===== src/rtl/line_ecc_pkg.sv =====
package line_ecc_pkg;

  // Hamming bits needed so that 2^r covers data, check and zero positions.
  function automatic int ham_bits(input int data_w);
    int r;
    r = 1;
    while ((1 << r) < data_w + r + 1) r++;
    return r;
  endfunction

  // Codeword position (from 1) of data bit idx, skipping powers of two.
  function automatic int ham_pos(input int idx);
    int p;
    p = idx + 1;
    for (int k = 0; k < 30; k++)
      if ((1 << k) <= p) p++;
    return p;
  endfunction

endpackage


===== src/rtl/line_ham_enc.sv =====
module line_ham_enc
  import line_ecc_pkg::*;
#(
  parameter int LINE_W = 512,
  parameter int HAM_W  = ham_bits(LINE_W)
) (
  input  logic [LINE_W-1:0] data,
  output logic [HAM_W:0]    word
);

  logic [HAM_W-1:0] contrib [LINE_W];

  for (genvar g = 0; g < LINE_W; g++) begin : g_col
    localparam logic [HAM_W-1:0] COL = HAM_W'(ham_pos(g));
    assign contrib[g] = data[g] ? COL : '0;
  end

  logic [HAM_W-1:0] ham;

  always_comb begin
    ham = '0;
    for (int i = 0; i < LINE_W; i++) ham ^= contrib[i];
  end

  assign word = {(^data) ^ (^ham), ham};

endmodule


===== src/rtl/line_chunk_upd.sv =====
module line_chunk_upd
  import line_ecc_pkg::*;
#(
  parameter int CHUNK_W  = 64,
  parameter int N_CHUNKS = 8,
  parameter int LINE_W   = CHUNK_W * N_CHUNKS,
  parameter int IDX_W    = $clog2(N_CHUNKS),
  parameter int CHK_W    = ham_bits(LINE_W) + 1
) (
  input  logic [IDX_W-1:0]   wr_idx,
  input  logic [CHUNK_W-1:0] wr_old,
  input  logic [CHUNK_W-1:0] wr_new,
  input  logic [CHK_W-1:0]   wr_word_in,
  output logic [CHK_W-1:0]   wr_word_out,
  output logic               wr_par_out,
  input  logic [CHUNK_W-1:0] rd_data,
  input  logic               rd_par,
  output logic               rd_par_err
);

  logic [CHUNK_W-1:0] delta;
  logic [LINE_W-1:0]  delta_line;
  logic [CHK_W-1:0]   delta_word;

  always_comb begin
    delta      = wr_old ^ wr_new;
    delta_line = LINE_W'(delta) << (int'(wr_idx) * CHUNK_W);
  end

  line_ham_enc #(.LINE_W(LINE_W), .HAM_W(CHK_W - 1)) delta_enc_i (
    .data (delta_line),
    .word (delta_word)
  );

  assign wr_word_out = wr_word_in ^ delta_word;
  assign wr_par_out  = ^wr_new;
  assign rd_par_err  = (^rd_data) ^ rd_par;

endmodule


===== src/rtl/line_scrub.sv =====
module line_scrub
  import line_ecc_pkg::*;
#(
  parameter int LINE_W = 512,
  parameter int HAM_W  = ham_bits(LINE_W)
) (
  input  logic              clk,
  input  logic              rst_n,
  input  logic              chk_valid,
  input  logic [LINE_W-1:0] chk_line,
  input  logic [HAM_W:0]    chk_word,
  output logic              scr_vld,
  output logic [LINE_W-1:0] scr_line,
  output logic [HAM_W:0]    scr_word,
  output logic              scr_clean,
  output logic              scr_corr,
  output logic              scr_uncorr
);

  localparam int LAST_POS = ham_pos(LINE_W - 1);

  logic [HAM_W:0]    re_word;
  logic [HAM_W-1:0]  syn;
  logic              par_err, in_range;
  logic              clean_d, corr_d, uncorr_d;
  logic [LINE_W-1:0] fix_line;
  logic [HAM_W:0]    fix_word;

  line_ham_enc #(.LINE_W(LINE_W), .HAM_W(HAM_W)) re_enc_i (
    .data (chk_line),
    .word (re_word)
  );

  always_comb begin
    syn      = chk_word[HAM_W-1:0] ^ re_word[HAM_W-1:0];
    par_err  = (^chk_line) ^ (^chk_word);
    in_range = int'(syn) <= LAST_POS;
    clean_d  = (syn == '0) && !par_err;
    corr_d   = par_err && in_range;
    uncorr_d = !clean_d && !corr_d;
  end

  for (genvar g = 0; g < LINE_W; g++) begin : g_fix_d
    localparam logic [HAM_W-1:0] COL = HAM_W'(ham_pos(g));
    assign fix_line[g] = corr_d && (syn == COL);
  end

  for (genvar k = 0; k < HAM_W; k++) begin : g_fix_c
    assign fix_word[k] = corr_d && (syn == HAM_W'(1 << k));
  end
  assign fix_word[HAM_W] = corr_d && (syn == '0);

  // Result flags: reset state holds no result.
  logic vld_d;
  logic [2:0] flags_d, flags_q;

  always_comb begin
    vld_d   = chk_valid;
    flags_d = chk_valid ? {uncorr_d, corr_d, clean_d} : 3'b000;
  end

  always_ff @(posedge clk or negedge rst_n) begin
    if (!rst_n) begin
      scr_vld <= 1'b0;
      flags_q <= 3'b000;
    end else begin
      scr_vld <= vld_d;
      flags_q <= flags_d;
    end
  end

  // Payload registers: enabled by the request, no reset needed.
  always_ff @(posedge clk) begin
    if (chk_valid) begin
      scr_line <= chk_line ^ fix_line;
      scr_word <= chk_word ^ fix_word;
    end
  end

  assign scr_clean  = flags_q[0];
  assign scr_corr   = flags_q[1];
  assign scr_uncorr = flags_q[2];

endmodule


===== src/rtl/line_ecc_incr.sv =====
module line_ecc_incr
  import line_ecc_pkg::*;
#(
  parameter  int CHUNK_W  = 64,
  parameter  int N_CHUNKS = 8,
  localparam int LINE_W   = CHUNK_W * N_CHUNKS,
  localparam int IDX_W    = $clog2(N_CHUNKS),
  localparam int HAM_W    = ham_bits(LINE_W),
  localparam int CHK_W    = HAM_W + 1
) (
  input  logic               clk,
  input  logic               rst_n,
  input  logic [IDX_W-1:0]   wr_idx,
  input  logic [CHUNK_W-1:0] wr_old,
  input  logic [CHUNK_W-1:0] wr_new,
  input  logic [CHK_W-1:0]   wr_word_in,
  output logic [CHK_W-1:0]   wr_word_out,
  output logic               wr_par_out,
  input  logic [CHUNK_W-1:0] rd_data,
  input  logic               rd_par,
  output logic               rd_par_err,
  input  logic               chk_valid,
  input  logic [LINE_W-1:0]  chk_line,
  input  logic [CHK_W-1:0]   chk_word,
  output logic               scr_vld,
  output logic [LINE_W-1:0]  scr_line,
  output logic [CHK_W-1:0]   scr_word,
  output logic               scr_clean,
  output logic               scr_corr,
  output logic               scr_uncorr
);

  line_chunk_upd #(
    .CHUNK_W(CHUNK_W), .N_CHUNKS(N_CHUNKS), .LINE_W(LINE_W),
    .IDX_W(IDX_W), .CHK_W(CHK_W)
  ) upd_i (
    .wr_idx      (wr_idx),
    .wr_old      (wr_old),
    .wr_new      (wr_new),
    .wr_word_in  (wr_word_in),
    .wr_word_out (wr_word_out),
    .wr_par_out  (wr_par_out),
    .rd_data     (rd_data),
    .rd_par      (rd_par),
    .rd_par_err  (rd_par_err)
  );

  line_scrub #(.LINE_W(LINE_W), .HAM_W(HAM_W)) scrub_i (
    .clk        (clk),
    .rst_n      (rst_n),
    .chk_valid  (chk_valid),
    .chk_line   (chk_line),
    .chk_word   (chk_word),
    .scr_vld    (scr_vld),
    .scr_line   (scr_line),
    .scr_word   (scr_word),
    .scr_clean  (scr_clean),
    .scr_corr   (scr_corr),
    .scr_uncorr (scr_uncorr)
  );

endmodule



===== config.mk =====
export PLATFORM = sky130hd
export DESIGN_NAME = line_ecc_incr
export DESIGN_NICKNAME = d
export VERILOG_FILES = /design/src/rtl/line_ecc_pkg.sv /design/src/rtl/line_ham_enc.sv /design/src/rtl/line_chunk_upd.sv /design/src/rtl/line_scrub.sv /design/src/rtl/line_ecc_incr.sv
export SDC_FILE = /design/constraint.sdc
export NUM_CORES = 2
export LEC_CHECK = 0
export ABC_CLOCK_PERIOD_IN_PS = 11660
export BUFFER_PORTS_ARGS = -buffer_cell sky130_fd_sc_hd__buf_2
export CAP_MARGIN = 20
export CORE_AREA = 4 4 500 502
export CTS_CLUSTER_SIZE = 14
export DETAILED_ROUTE_END_ITERATION = 10
export DIE_AREA = 0 0 504 506
export SLEW_MARGIN = 20
export SYNTH_ARGS = -nofsm -noshare
export SYNTH_HDL_FRONTEND = slang
export SYNTH_SLANG_ARGS = --single-unit

===== constraint.sdc =====
create_clock -name clk -period 11.66 [get_ports clk]
set_input_delay 2.332 -clock clk [delete_from_list [all_inputs] [get_ports clk]]
set_output_delay 2.332 -clock clk [all_outputs]
set_load 0.01 [all_outputs]

==> flow_metrics.py <==
metrics = {
    "setup_path": {
        "start_kind": "input pin",
        "crit_path_top_delay_cell": "xnor2_2",
        "critPathCaptureType": "output port",
        "path_common_cell": "xnor2_1",
        "path_class": "input pin to output port",
        "path_max_fanout": 13,
        "cp_slowest_stage_delay_ns": 0.81,
        "crit_chain": "buf_2 -> xnor2_2 -> xnor2_2 -> buf_4 -> xnor2_1 -> xnor3_1 -> xnor2_1 -> o22ai_1 -> xnor2_1 -> nor4_1 -> xnor2_1 -> xnor2_1 -> xnor2_1 -> xnor2_1 -> xnor3_1 -> buf_2",
        "arrival_ns": 7.98,
        "cp_top_family": "XOR/XNOR gates",
        "cp_data_required_time_ns": 9.33,
        "crit_buf_inv": 3,
    },
    "timing": {
        "drv_slew": 0,
        "timing.final.crit_share": 0.885,
        "finalSetupTns_ns": 0,
        "worst-slew-pin-transition_ns": 1.19,
        "period_minus_slack_ns": 10.31,
        "final_hold_viol_count": 0,
        "finalSetupViolCount": 0,
        "rsz0062_at_grt": "no",
        "setup_ws_ns": 1.35,
        "max_slew_margin": 0.202,
        "fmax_mhz": 96.9,
    },
    "floorplan": {
        "die_h_um": 506,
        "rows": 182,
        "fp.dieArea_um2": 255000,
        "start_util": 0.194,
        "core_area_um2": 245000,
        "die_w_um": 504,
        "pin_count": 1273,
    },
    "clock_tree": {
        "numCtsBuffers": 58,
        "cts_sinks": 527,
        "postCtsResizedCells": 0,
        "cts_root_buffer": "clkbuf_16",
        "ctsHoldBuffers": 0,
        "cts_buffer_depth": 3,
        "post_cts_buffers": 0,
        "clk_pin_slew_ns": 0.06,
        "cts_tree": "done",
        "htree_levels": 2,
    },
    "drt": {
        "drc": 0,
        "drtIter0Drc": 5437,
        "wl_um": 369000,
        "via_per_inst": 4.67,
        "detail-route-antenna-nets": 0,
        "wire_per_inst_um": 40.7,
        "drtPass1Iterations": 5,
        "num_vias": 42400,
    },
    "layout": {
        "nFillCells": 26300,
        "areaGrowthSynthToFinish_pct": 29.6,
        "final_cell_mix": "xnor2_1 (1693), buf_2 (1271), xor2_1 (532)",
        "drive_gt1_frac": 0.300,
        "final_nets": 6514,
        "instances_no_fill": 9085,
        "final_common_cell": "xnor2_1",
    },
    "yosys": {
        "async_flop_share": 0.00759,
        "synthAdderAreaFrac": 0,
        "synth_area_leaders": "edfxtp_1 (33%), xnor2_1 (32%), xor2_1 (9.9%)",
        "yosysTopAreaCellShare": 0.330,
        "yosysSeqAreaShare": 0.332,
        "yosysWarnings": 0,
        "yosys_most_used_dff": "edfxtp_1",
        "yosys.area_share.simple": 0.0766,
        "synthMuxAreaShare": 0.00518,
        "synth-edff-count": 523,
        "synthCells": 4372,
        "synth_top_family_by_area": "XOR/XNOR gates",
        "syn_nets": 5105,
        "yosysTopAreaCell": "edfxtp_1",
        "syn_avg_cell_area_um2": 10.9,
        "synth_compound_area_frac": 0.0371,
        "synth.distinct_cells": 83,
        "synth_xor_area_frac": 0.535,
        "netlist_area_um2": 47500,
        "synth_seq_cells": 527,
    },
    "grt": {
        "gr-total-overflow": 0,
        "grt_pass1_wl_um": 460000,
        "grt_pass1_vias": 41800,
        "antenna_found_initial": 48,
        "grt_usage": 0.276,
        "grt_max_degree": 147,
    },
    "place": {
        "gp_congestion": 1.04,
        "dp.cells": 8940,
        "dp_slack_ns": 1.20,
        "dp_hpwl_um": 309000,
        "io_buffers": 1272,
    },
    "worst_hold_path": {
        "hp-class": "input pin to async pin",
    },
    "flow_run": {
        "cap_viol_max_count": 0,
    },
    "run_status": {
        "status": "finished, final reports clean",
    },
}
## registers in the layout, indices dropped and copies added (netlist names)
name              flops
scrub_i.scr_line    512
scrub_i.scr_word     11
scrub_i.scr_vld       1
scrub_i.flags_q       3
## kinds of logic (layout without fill, tap and decap cells)
logic type,count (synthesis),after routing
xor+xnor,2519,2519
flops,527,527
compound gates,260,260
mux,24,24
other cells,0,36
simple gates,881,881
buf+inv,161,1618
## through the flow
stage                util  hold WS, ns  cell area (um2)
finish              0.251         1.50            61600
global route        0.251         1.47            61600
CTS                 0.251         1.45            61500
detailed placement  0.242         2.14            59500
global placement    0.242         2.14            59400
floorplan               -         2.04            47500
## how the worst max path moves through the flow
stage | cells after the start | end | from
6_report | 16 | wr_word_out[10] | wr_new[23]
5_1_grt | 16 | wr_word_out[10] | wr_new[52]
4_1_cts | 16 | wr_word_out[10] | wr_new[22]
3_5_place_dp | 16 | wr_word_out[10] | wr_new[22]
3_3_place_gp | 16 | wr_word_out[10] | wr_new[22]
2_1_floorplan | 13 | wr_word_out[10] | wr_new[33]
## layer usage
layer / part of all wire / GRT usage / vias to the layer above
met5: 0.00026 / 0 / -
met4: 0.091 / 0.201 / 16
met3: 0.068 / 0.0429 / 750
met2: 0.49 / 0.484 / 2961
met1: 0.35 / 0.302 / 21500
li1: - / - / 17200
## final cells by class
type	count	area [um2]	share of cell area
timing repair buffer	1503	8160	0.132
clock buffer	61	1460	0.0237
sequential	527	15800	0.256
antenna	36	90.1	0.00146
tap	3220	4030	0.0654
inverter	7	26.3	0.000426
multi-input combinational	3684	31500	0.510
clock inverter	47	599	0.00972
## synthesized netlist by cell type (16+ instances only)
master / n
xnor2_1: 1720
xor2_1: 537
edfxtp_1: 523
nand2_1: 383
nor2_1: 376
xnor3_1: 181
clkbuf_1: 106
a21oi_1: 60
xnor2_2: 45
o22ai_1: 39
o21ai_0: 37
buf_2: 30
nor3_1: 24
mux2i_1: 21
and2_1: 20
buf_1: 16
Power is not shown: default switching activity piles up to over one toggle a cycle in this logic, so the estimate is an artifact.
